<file path="config.mk">
export PLATFORM = sky130hd
export DESIGN_NAME = hz_pipe_ctrl
export DESIGN_NICKNAME = d
export VERILOG_FILES = /design/src/rtl/hz_pipe_pkg.sv /design/src/rtl/hz_fwd_pick.sv /design/src/rtl/hz_loaduse_det.sv /design/src/rtl/hz_stall_fsm.sv /design/src/rtl/hz_pipe_ctrl.sv
export SDC_FILE = /design/constraint.sdc
export NUM_CORES = 1
export LEC_CHECK = 0
export BUFFER_PORTS_ARGS = -buffer_cell sky130_fd_sc_hd__buf_2
export CORE_MARGIN = 4
export CORE_UTILIZATION = 34
export CTS_CLUSTER_DIAMETER = 50
export DETAILED_ROUTE_END_ITERATION = 16
export PLACE_DENSITY = 0.74
export SYNTH_ARGS = -nofsm -noshare
export SYNTH_HDL_FRONTEND = slang
export SYNTH_SLANG_ARGS = --single-unit
</file>
<file path="constraint.sdc">
create_clock -name clk -period 4 [get_ports clk]
set_input_delay 0.8 -clock clk [delete_from_list [all_inputs] [get_ports clk]]
set_output_delay 0.8 -clock clk [all_outputs]
set_load 0.005 [all_outputs]
</file>
<file path="src/rtl/hz_pipe_pkg.sv">
package hz_pipe_pkg;
    // Operand source encoding
    typedef enum logic [1:0] {
        FWD_RF  = 2'd0,
        FWD_MEM = 2'd1,
        FWD_WB  = 2'd2
    } fwd_sel_e;

    // Stall control states
    typedef enum logic {
        ST_RUN  = 1'b0,
        ST_HOLD = 1'b1
    } stall_st_e;

    localparam int NUM_OPND = 2;
endpackage

</file>
<file path="src/rtl/hz_fwd_pick.sv">
module hz_fwd_pick #(
    parameter int REG_AW = 5
) (
    input  logic [REG_AW-1:0]     src_reg,
    input  logic [REG_AW-1:0]     mem_rd,
    input  logic                  mem_wr,
    input  logic                  mem_load,
    input  logic [REG_AW-1:0]     wb_rd,
    input  logic                  wb_wr,
    output hz_pipe_pkg::fwd_sel_e sel
);
    import hz_pipe_pkg::*;

    logic src_live;
    logic mem_hit;
    logic wb_hit;

    always_comb begin
        src_live = |src_reg;
        // a load in the memory stage has no data yet
        mem_hit  = mem_wr && !mem_load && (mem_rd == src_reg);
        wb_hit   = wb_wr && (wb_rd == src_reg);
        sel      = FWD_RF;
        if (src_live && mem_hit) begin
            sel = FWD_MEM;
        end else if (src_live && wb_hit) begin
            sel = FWD_WB;
        end
    end
endmodule

</file>
<file path="src/rtl/hz_loaduse_det.sv">
module hz_loaduse_det #(
    parameter int REG_AW  = 5,
    parameter int NUM_SRC = 2
) (
    input  logic [NUM_SRC-1:0][REG_AW-1:0] id_src,
    input  logic [REG_AW-1:0]              ex_rd,
    input  logic                           ex_wr,
    input  logic                           ex_load,
    output logic                           hit
);
    logic [NUM_SRC-1:0] src_match;
    logic               producer_ok;

    assign producer_ok = ex_load && ex_wr && (|ex_rd);

    for (genvar s = 0; s < NUM_SRC; s++) begin : g_src
        assign src_match[s] = (id_src[s] == ex_rd);
    end

    assign hit = producer_ok && (|src_match);
endmodule

</file>
<file path="src/rtl/hz_stall_fsm.sv">
module hz_stall_fsm (
    input  logic clk,
    input  logic rst_n,
    input  logic hazard,
    input  logic mispredict,
    output logic stall,
    output logic bubble,
    output logic squash
);
    import hz_pipe_pkg::*;

    stall_st_e state_q;
    stall_st_e state_d;

    // state register
    always_ff @(posedge clk or negedge rst_n) begin
        if (!rst_n) begin
            state_q <= ST_RUN;
        end else begin
            state_q <= state_d;
        end
    end

    // outputs and next state
    always_comb begin
        stall   = 1'b0;
        bubble  = 1'b0;
        squash  = 1'b0;
        state_d = state_q;
        if (rst_n) begin
            unique case (state_q)
                ST_RUN: begin
                    if (mispredict) begin
                        squash = 1'b1;
                    end else if (hazard) begin
                        stall   = 1'b1;
                        bubble  = 1'b1;
                        state_d = ST_HOLD;
                    end
                end
                ST_HOLD: begin
                    squash  = mispredict;
                    state_d = ST_RUN;
                end
                default: state_d = ST_RUN;
            endcase
        end else begin
            state_d = ST_RUN;
        end
    end
endmodule

</file>
<file path="src/rtl/hz_pipe_ctrl.sv">
module hz_pipe_ctrl #(
    parameter int REG_AW = 5
) (
    input  logic              clk,
    input  logic              rst_n,
    input  logic [REG_AW-1:0] id_rs1,
    input  logic [REG_AW-1:0] id_rs2,
    input  logic [REG_AW-1:0] ex_rs1,
    input  logic [REG_AW-1:0] ex_rs2,
    input  logic [REG_AW-1:0] ex_rd,
    input  logic              ex_wr,
    input  logic              ex_load,
    input  logic [REG_AW-1:0] mem_rd,
    input  logic              mem_wr,
    input  logic              mem_load,
    input  logic [REG_AW-1:0] wb_rd,
    input  logic              wb_wr,
    input  logic              br_mispredict,
    output logic [1:0]        fwd_sel_a,
    output logic [1:0]        fwd_sel_b,
    output logic              stall,
    output logic              bubble,
    output logic              squash
);
    import hz_pipe_pkg::*;

    logic [NUM_OPND-1:0][REG_AW-1:0] id_src;
    logic [NUM_OPND-1:0][REG_AW-1:0] ex_src;
    fwd_sel_e                        opnd_sel [NUM_OPND];
    logic                            lu_hit;

    assign id_src[0] = id_rs1;
    assign id_src[1] = id_rs2;
    assign ex_src[0] = ex_rs1;
    assign ex_src[1] = ex_rs2;

    for (genvar k = 0; k < NUM_OPND; k++) begin : g_opnd
        hz_fwd_pick #(.REG_AW(REG_AW)) pick_i (
            .src_reg  (ex_src[k]),
            .mem_rd   (mem_rd),
            .mem_wr   (mem_wr),
            .mem_load (mem_load),
            .wb_rd    (wb_rd),
            .wb_wr    (wb_wr),
            .sel      (opnd_sel[k])
        );
    end

    assign fwd_sel_a = opnd_sel[0];
    assign fwd_sel_b = opnd_sel[1];

    hz_loaduse_det #(.REG_AW(REG_AW), .NUM_SRC(NUM_OPND)) det_i (
        .id_src  (id_src),
        .ex_rd   (ex_rd),
        .ex_wr   (ex_wr),
        .ex_load (ex_load),
        .hit     (lu_hit)
    );

    hz_stall_fsm fsm_i (
        .clk        (clk),
        .rst_n      (rst_n),
        .hazard     (lu_hit),
        .mispredict (br_mispredict),
        .stall      (stall),
        .bubble     (bubble),
        .squash     (squash)
    );
endmodule

</file>
==> results of run 1 <==
==> cells in the mapped netlist (all sizes together) <==
cell,count
nor2,2
xnor2,20
xor2,10
and2,1
a21oi,1
nand4,4
nor4,4
nor3,3
o21ai,1
nor2b,1
dfrtp,1
nand3,3
buf,1
nand2,2
or4,3
==> cell usage in the layout, fill, tap and decap left out, drive strengths merged <==
cell type and n:
nor2 2, or4 3, nand3 3, nor2b 1, o21ai 1, xor2 10
nor3 3, xnor2 20, buf 49, a21oi 1, and2 1, nand4 4
nor4 4, dfrtp 1, nand2 2
==> how the worst min path moves through the flow <==
stage | to | slack, ns | cells after the start
after floorplan | fsm_i.state_q$_DFF_PN0_ | 0.50 | 0
after global placement | fsm_i.state_q$_DFF_PN0_ | 0.53 | 3
after detailed placement | fsm_i.state_q$_DFF_PN0_ | 0.54 | 3
after CTS | fsm_i.state_q$_DFF_PN0_ | 0.54 | 3
after global routing | fsm_i.state_q$_DFF_PN0_ | 0.58 | 3
final | fsm_i.state_q$_DFF_PN0_ | 0.53 | 3
==> area by class of cell <==
| cell class | instances | area, um^2 | share of cell area [%] |
|---|---|---|---|
| multi-input cells | 55 | 450 | 60.9 |
| flip-flops and latches | 1 | 25.0 | 3.38 |
| well taps | 15 | 18.8 | 2.54 |
| repair buffers | 49 | 245 | 33.2 |
==> cells by family (layout without fill, tap and decap cells) <==
family | count (synthesis) | in the layout | share of synthesized area, %
buffers and inverters | 1 | 49 | 1.55
xor gates and xnor gates | 30 | 30 | 54.4
DFF | 1 | 1 | 5.18
AOI/OAI and AO/OA | 2 | 2 | 2.07
and+or+nand+nor | 23 | 23 | 36.8
==> critical path, cell delays in order <==
cell and delay, ns:
buf_2 0.12, or4_4 0.54, nor2_4 0.12, nor4_2 0.06, nor4_2 0.24, buf_2 0.15
==> where the power goes <==
part	total [mW]	switching [mW]	internal [mW]
Combinational	0.0676	0.0312	0.0364
Clock	0	0	0
Sequential	0.0104	0.0000132	0.0104
Total	0.0779	0.0312	0.0468
==> routing by layer <==
metal  up-vias  global-route usage (%)
met2        17                    24.0
met5         -                       0
met4         0                       0
met3         0                   0.395
li1        299                       -
met1       266                    17.5
==> flow_summary.ini, run 1 <==
[run_status]
outcome = finished, final reports clean

[placed_design]
place.gp.congestion = 0.749
hpwlAfterDp_mm = 1.36
pre_cts_slack_ns = 1.15
placed_cells = 120
portBuffers = 49
placed_area_um2 = 739

[pwr]
peakVddDrop_v = 0.0000453
p_total_mw = 0.0779
power.density_nw_per_um2 = 105
p_leak_nw = 0.333

[sta]
holdWs_ns = 0.526
tns_ns = 0
max_freq_mhz = 352
clock_skew_ns = 0
fin_crit_ns = 2.84
hold_viol_final = 0
setup_slack_ns = 1.16
setup_viol = 0
finalCritPeriodShare_pct = 71.1
slew_headroom_pct = 80.4
rsz0062_at_grt = no
slew_viol_final = 0
tightest_slew_ns = 0.291

[cells_and_area]
fin_area_um2 = 739
instances_no_fill = 120
syn2layout_area_growth_pct = 53.1
nets = 150
reg_top3 = fsm_i.state_q x1
final_util_pct = 56.1
top_register = fsm_i.state_q
largest_register_ffs = 1
drive_above_1_share_pct = 54.3
num_antenna_cells = 0
fill_cells = 133

[critical_path]
end_kind = output pin
path_class = in -> out
startpoint = ex_rs2[0]
critPathMaxFanout = 3
rrSetupSlack_ns = 3.09
crit_required_ns = 3.20
cp.arrival_ns = 2.04
critPathLaunchType = primary input
reg2reg_from = fsm_i.state_q$_DFF_PN0_
rr_endpoint = fsm_i.state_q$_DFF_PN0_
crit_end = fwd_sel_b[1]
reg2reg_depth = 3

[clocking]
cts_setup_buffers = 0
holdBufCountCts = 0
clk_pin_slew_worst_paths_ns = 0
clock_latency_ns = 0
ctsResizeCount = 0

[floorplan]
ios = 50
start_util_pct = 36.7
die_y_um = 45.7
fp.dieW_um = 45.7
dieArea_um2 = 2090
core_um2 = 1320
num_rows = 13

[yosys]
syn_inst = 57
synthTopCellsByArea = xnor2_1 (36%), xor2_1 (18%), nor4_2 (10%), dfrtp_1 (5.2%), nand4_1 (5.2%)
syn_area_per_cell_um2 = 8.47
synth.cell_area_um2 = 483
yosys_warnings = 0
synth_fp_nets = 100
yosys.cell_types.count = 16
yosys.area.top_type = xnor2_1
synth_top_area_share_pct = 36.3
synth_seq_area_share_pct = 5.18
ys_ff_latch = 1

[route]
drt-met1-wl_um = 578
vias = 582
wl_met3_um = 81
drtIter0Drc = 16
routed_via_density = 4.85
wl_met2_um = 772
drt.antenna.violating_nets = 0
wl_mm = 1.43
drc = 0
highest_layer = met3
drtPass1Iterations = 4
wl_per_cell_um = 11.9

[global_routing]
grt_usage_pct = 12.9
grt_max_degree = 4
grt_pass1_wl_mm = 2.10
overflow = 0
grt_pass1_vias = 539
antenna_found_initial = 0

[job]
cap_violations = 0

[min_path]
holdCritPathClass = reg -> reg
worstHoldStart = fsm_i.state_q$_DFF_PN0_
No activity file was read; power rests on OpenSTA's default activity.
==> run 2: changes to the inputs <==
--- a/config.mk
+++ b/config.mk
@@ -7,10 +7,10 @@
 export LEC_CHECK = 0
 export BUFFER_PORTS_ARGS = -buffer_cell sky130_fd_sc_hd__buf_2
 export CORE_MARGIN = 4
-export CORE_UTILIZATION = 34
+export CORE_UTILIZATION = 31
 export CTS_CLUSTER_DIAMETER = 50
 export DETAILED_ROUTE_END_ITERATION = 16
-export PLACE_DENSITY = 0.74
+export PLACE_DENSITY = 0.71
 export SYNTH_ARGS = -nofsm -noshare
 export SYNTH_HDL_FRONTEND = slang
 export SYNTH_SLANG_ARGS = --single-unit
==> constraint.sdc (replaced) <==
create_clock -name clk -period 2.3 [get_ports clk]
set_input_delay 0.46 -clock clk [delete_from_list [all_inputs] [get_ports clk]]
set_output_delay 0.46 -clock clk [all_outputs]
set_load 0.005 [all_outputs]
==> flow_summary.ini, run 2 (synthesis gave the netlist of run 1 again) <==
[global_routing]
overflow = 0
grt_max_degree = 4
antenna_found_initial = 0
grt_pass1_wl_mm = 2.10
grt_usage_pct = 12.4
grt_pass1_vias = 508

[clocking]
clock_latency_ns = 0
holdBufCountCts = 0
clk_pin_slew_worst_paths_ns = 0
cts_setup_buffers = 0
ctsResizeCount = 0

[critical_path]
critPathMaxFanout = 3
startpoint = ex_rs1[0]
critPathBufInv = 2
path_class = in -> out
critPathMaxStageDelay_ns = 0.54
cp_slowest_cell = or4_4
crit_required_ns = 1.84
end_kind = output pin
cp.arrival_ns = 1.69
reg2reg_from = fsm_i.state_q$_DFF_PN0_
cpLargestDelayFamily = simple AND/OR/NAND/NOR gates
crit_path_cell_trace = buf_2 -> or4_4 -> nor2_4 -> nor4_2 -> nor4_2 -> buf_2
critPathLaunchType = primary input

[sta]
tns_ns = 0
tightest_slew_ns = 0.289
finalCritPeriodShare_pct = 93.6
max_freq_mhz = 465
clock_skew_ns = 0
hold_viol_final = 0
rsz0062_at_grt = no
slew_viol_final = 0
setup_viol = 0
slew_headroom_pct = 80.6
holdWs_ns = 0.248
fin_crit_ns = 2.15

[route]
drt.antenna.violating_nets = 0
wl_mm = 1.50
vias = 555
drc = 0
routed_via_density = 4.63
drtIter0Drc = 4
drtPass1Iterations = 3
wl_per_cell_um = 12.5

[cells_and_area]
drive_above_1_share_pct = 54.3
reg_top3 = fsm_i.state_q x1
mostFrequentLayoutCells = buf_2 (49), xnor2_1 (20), xor2_1 (10), nand4_1 (4), nor4_2 (4)
nets = 150
num_antenna_cells = 0
layout_commonest_cell = buf_2
instances_no_fill = 120
top_register = fsm_i.state_q
syn2layout_area_growth_pct = 53.1
largest_register_ffs = 1

[floorplan]
dieArea_um2 = 2250
num_rows = 13
core_um2 = 1380
start_util_pct = 34.9
die_y_um = 47.5
ios = 50
fp.dieW_um = 47.5

[pwr]
p_leak_nw = 0.333
peakVddDrop_v = 0.0000852
p_total_mw = 0.136
power.density_nw_per_um2 = 184

[placed_design]
portBuffers = 49
hpwlAfterDp_mm = 1.42
placed_cells = 120
place.gp.congestion = 0.783

[run_status]
outcome = finished, final reports clean

[job]
cap_violations = 0

[min_path]
holdCritPathClass = in -> async
run 2: metal layers:
layer  vias to the layer above  GRT usage, %  wire length [um]
li1                        297             -                 -
met1                       247          20.0               646
met2                        11          19.3               801
met3                         0             0                49
met4                         0             0                 0
met5                         -             0                 0
run 2: path summary, 6_finish.rpt:
check / end / slack (ns) / cells after the start
max in group asynchronous: fsm_i.state_q$_DFF_PN0_ / 1.95 / 1
max reg2reg: fsm_i.state_q$_DFF_PN0_ / 1.41 / 3
min reg2reg: fsm_i.state_q$_DFF_PN0_ / 0.52 / 3
min: fsm_i.state_q$_DFF_PN0_ / 0.25 / 1
min in group clk: fsm_i.state_q$_DFF_PN0_ / 0.52 / 3
max: fwd_sel_a[1] / 0.15 / 6
run 2: area by class of cell:
cell class	instances	area [um^2]
Timing Repair Buffer	49	245
Multi-Input combinational cell	55	450
Sequential cell	1	25.0
Fill cell	143	643
Tap cell	15	18.8
run 2: report_power, final:
part | internal (mW) | leakage [nW] | switching (mW)
clock | 0 | 0 | 0
sequential | 0.0180 | 0.0140 | 0.0000220
combinational | 0.0633 | 0.319 | 0.0544
total | 0.0813 | 0.333 | 0.0544
run 2: metrics by stage:
stage                     setup slack [ns]  util, %  instance area [um^2]
after floorplan                      0.409        -                   483
after global placement               0.153     53.5                   739
after detailed placement             0.136     53.5                   739
after CTS                            0.128     53.5                   739
after global routing                0.0667     53.5                   739
final                                0.148     53.5                   739
==> run 3: changes to the inputs <==
--- a/config.mk
+++ b/config.mk
@@ -7,10 +7,10 @@
 export LEC_CHECK = 0
 export BUFFER_PORTS_ARGS = -buffer_cell sky130_fd_sc_hd__buf_2
 export CORE_MARGIN = 4
-export CORE_UTILIZATION = 31
+export CORE_UTILIZATION = 34
 export CTS_CLUSTER_DIAMETER = 50
 export DETAILED_ROUTE_END_ITERATION = 16
-export PLACE_DENSITY = 0.71
+export PLACE_DENSITY = 0.74
 export SYNTH_ARGS = -nofsm -noshare
 export SYNTH_HDL_FRONTEND = slang
 export SYNTH_SLANG_ARGS = --single-unit
==> constraint.sdc (replaced) <==
create_clock -name clk -period 2.2 [get_ports clk]
set_input_delay 0.44 -clock clk [delete_from_list [all_inputs] [get_ports clk]]
set_output_delay 0.44 -clock clk [all_outputs]
set_load 0.005 [all_outputs]
==> flow_summary.ini, run 3 (synthesis gave the netlist of run 1 again) <==
[cells_and_area]
num_antenna_cells = 0
layout_commonest_cell = buf_2
largest_register_ffs = 1
nets = 150
multi_input_area_um2 = 450
ff_latch_area_um2 = 25.0
drive_above_1_share_pct = 54.3
mostFrequentLayoutCells = buf_2 (49), xnor2_1 (20), xor2_1 (10), nand4_1 (4), nor4_2 (4)
reg_top3 = fsm_i.state_q x1
syn2layout_area_growth_pct = 53.1
fill_cells = 128
top_register = fsm_i.state_q

[placed_design]
pre_cts_slack_ns = 0.0697
portBuffers = 49
place.gp.congestion = 0.758
hpwlAfterDp_mm = 1.36

[sta]
rsz0062_at_grt = no
slew_headroom_pct = 80.4
holdWs_ns = 0.226
setup_slack_ns = 0.0960
max_freq_mhz = 475
slew_viol_final = 0
finalCritPeriodShare_pct = 95.6
fin_crit_ns = 2.10
hold_viol_final = 0
tns_ns = 0
clock_skew_ns = 0
tightest_slew_ns = 0.292
setup_viol = 0

[route]
drt.antenna.violating_nets = 0
vias = 565
wl_mm = 1.42
drtIter0Drc = 3
wl_per_cell_um = 11.8
routed_via_density = 4.71
drtPass1Iterations = 4
drc = 0

[critical_path]
critPathBufInv = 2
end_kind = output pin
cp.arrival_ns = 1.66
critPathLaunchType = primary input
cpLargestDelayFamily = simple AND/OR/NAND/NOR gates
critPathMaxStageDelay_ns = 0.55
rrSetupSlack_ns = 1.30
reg2reg_depth = 3
critPathMaxFanout = 3
cp_slowest_cell = or4_4
reg2reg_from = fsm_i.state_q$_DFF_PN0_
crit_required_ns = 1.76
crit_path_cell_trace = buf_2 -> or4_4 -> nor2_4 -> nor4_2 -> nor4_2 -> buf_2
path_class = in -> out
path_depth = 6
rr_endpoint = fsm_i.state_q$_DFF_PN0_
startpoint = ex_rs2[0]
crit_end = fwd_sel_b[1]

[floorplan]
dieArea_um2 = 2090
num_rows = 13
fp.dieW_um = 45.7
core_um2 = 1320
die_y_um = 45.7
start_util_pct = 36.7
ios = 50

[clocking]
clk_pin_slew_worst_paths_ns = 0
cts_setup_buffers = 0
ctsResizeCount = 0
clock_latency_ns = 0
holdBufCountCts = 0

[global_routing]
antenna_found_initial = 0
overflow = 0
grt_usage_pct = 13.1
grt_max_degree = 4
grt_pass1_wl_mm = 2.19
grt_pass1_vias = 553

[pwr]
peakVddDrop_v = 0.0000822
p_leak_nw = 0.333
power.density_nw_per_um2 = 191

[run_status]
outcome = finished, final reports clean

[job]
cap_violations = 0

[min_path]
holdCritPathClass = in -> async
[run 3: cell counts in the layout (fill, tap and decap cells not counted)]
No cell type changed its count.
[run 3: cell type report]
class,count,area share [%]
multi-input combinational,55,60.9
timing repair buffer,49,33.2
sequential,1,3.38
tap,15,2.54
[run 3: per-layer routing]
layer / vias to the layer above / global-route usage [%] / part of all wire, %
met3: 0 / 0.395 / 4.2
met1: 255 / 17.9 / 42
met2: 11 / 24.0 / 54
li1: 299 / - / -
met5: - / 0 / 0
met4: 0 / 0 / 0
[run 3: power breakdown]
group | switching (mW) | internal, mW
sequential | 0.0000241 | 0.0188
clock | 0 | 0
combinational | 0.0562 | 0.0663
[run 3: worst min path at each step]
stage	endpoint	startpoint	cells after the start
floorplan	fsm_i.state_q$_DFF_PN0_	rst_n	0
global placement	fsm_i.state_q$_DFF_PN0_	rst_n	1
detailed placement	fsm_i.state_q$_DFF_PN0_	rst_n	1
CTS	fsm_i.state_q$_DFF_PN0_	rst_n	1
global route	fsm_i.state_q$_DFF_PN0_	rst_n	1
finish	fsm_i.state_q$_DFF_PN0_	rst_n	1
[run 3: metrics by stage]
step / instances / power (mW) / utilization [%] / instance area, um^2
global route: 120 / 0.153 / 56.1 / 739
finish: 120 / 0.141 / 56.1 / 739
CTS: 120 / 0.142 / 56.1 / 739
global placement: 120 / 0.140 / 56.1 / 739
detailed placement: 120 / 0.141 / 56.1 / 739
floorplan: 57 / 0.0768 / - / 483
[run 3: worst reg2reg max path, cell delays in order, from the launching register on]
cell	delay, ns
dfrtp_1	0.34
nor3_1	0.16
o21ai_0	0.10
a21oi_1	0.20
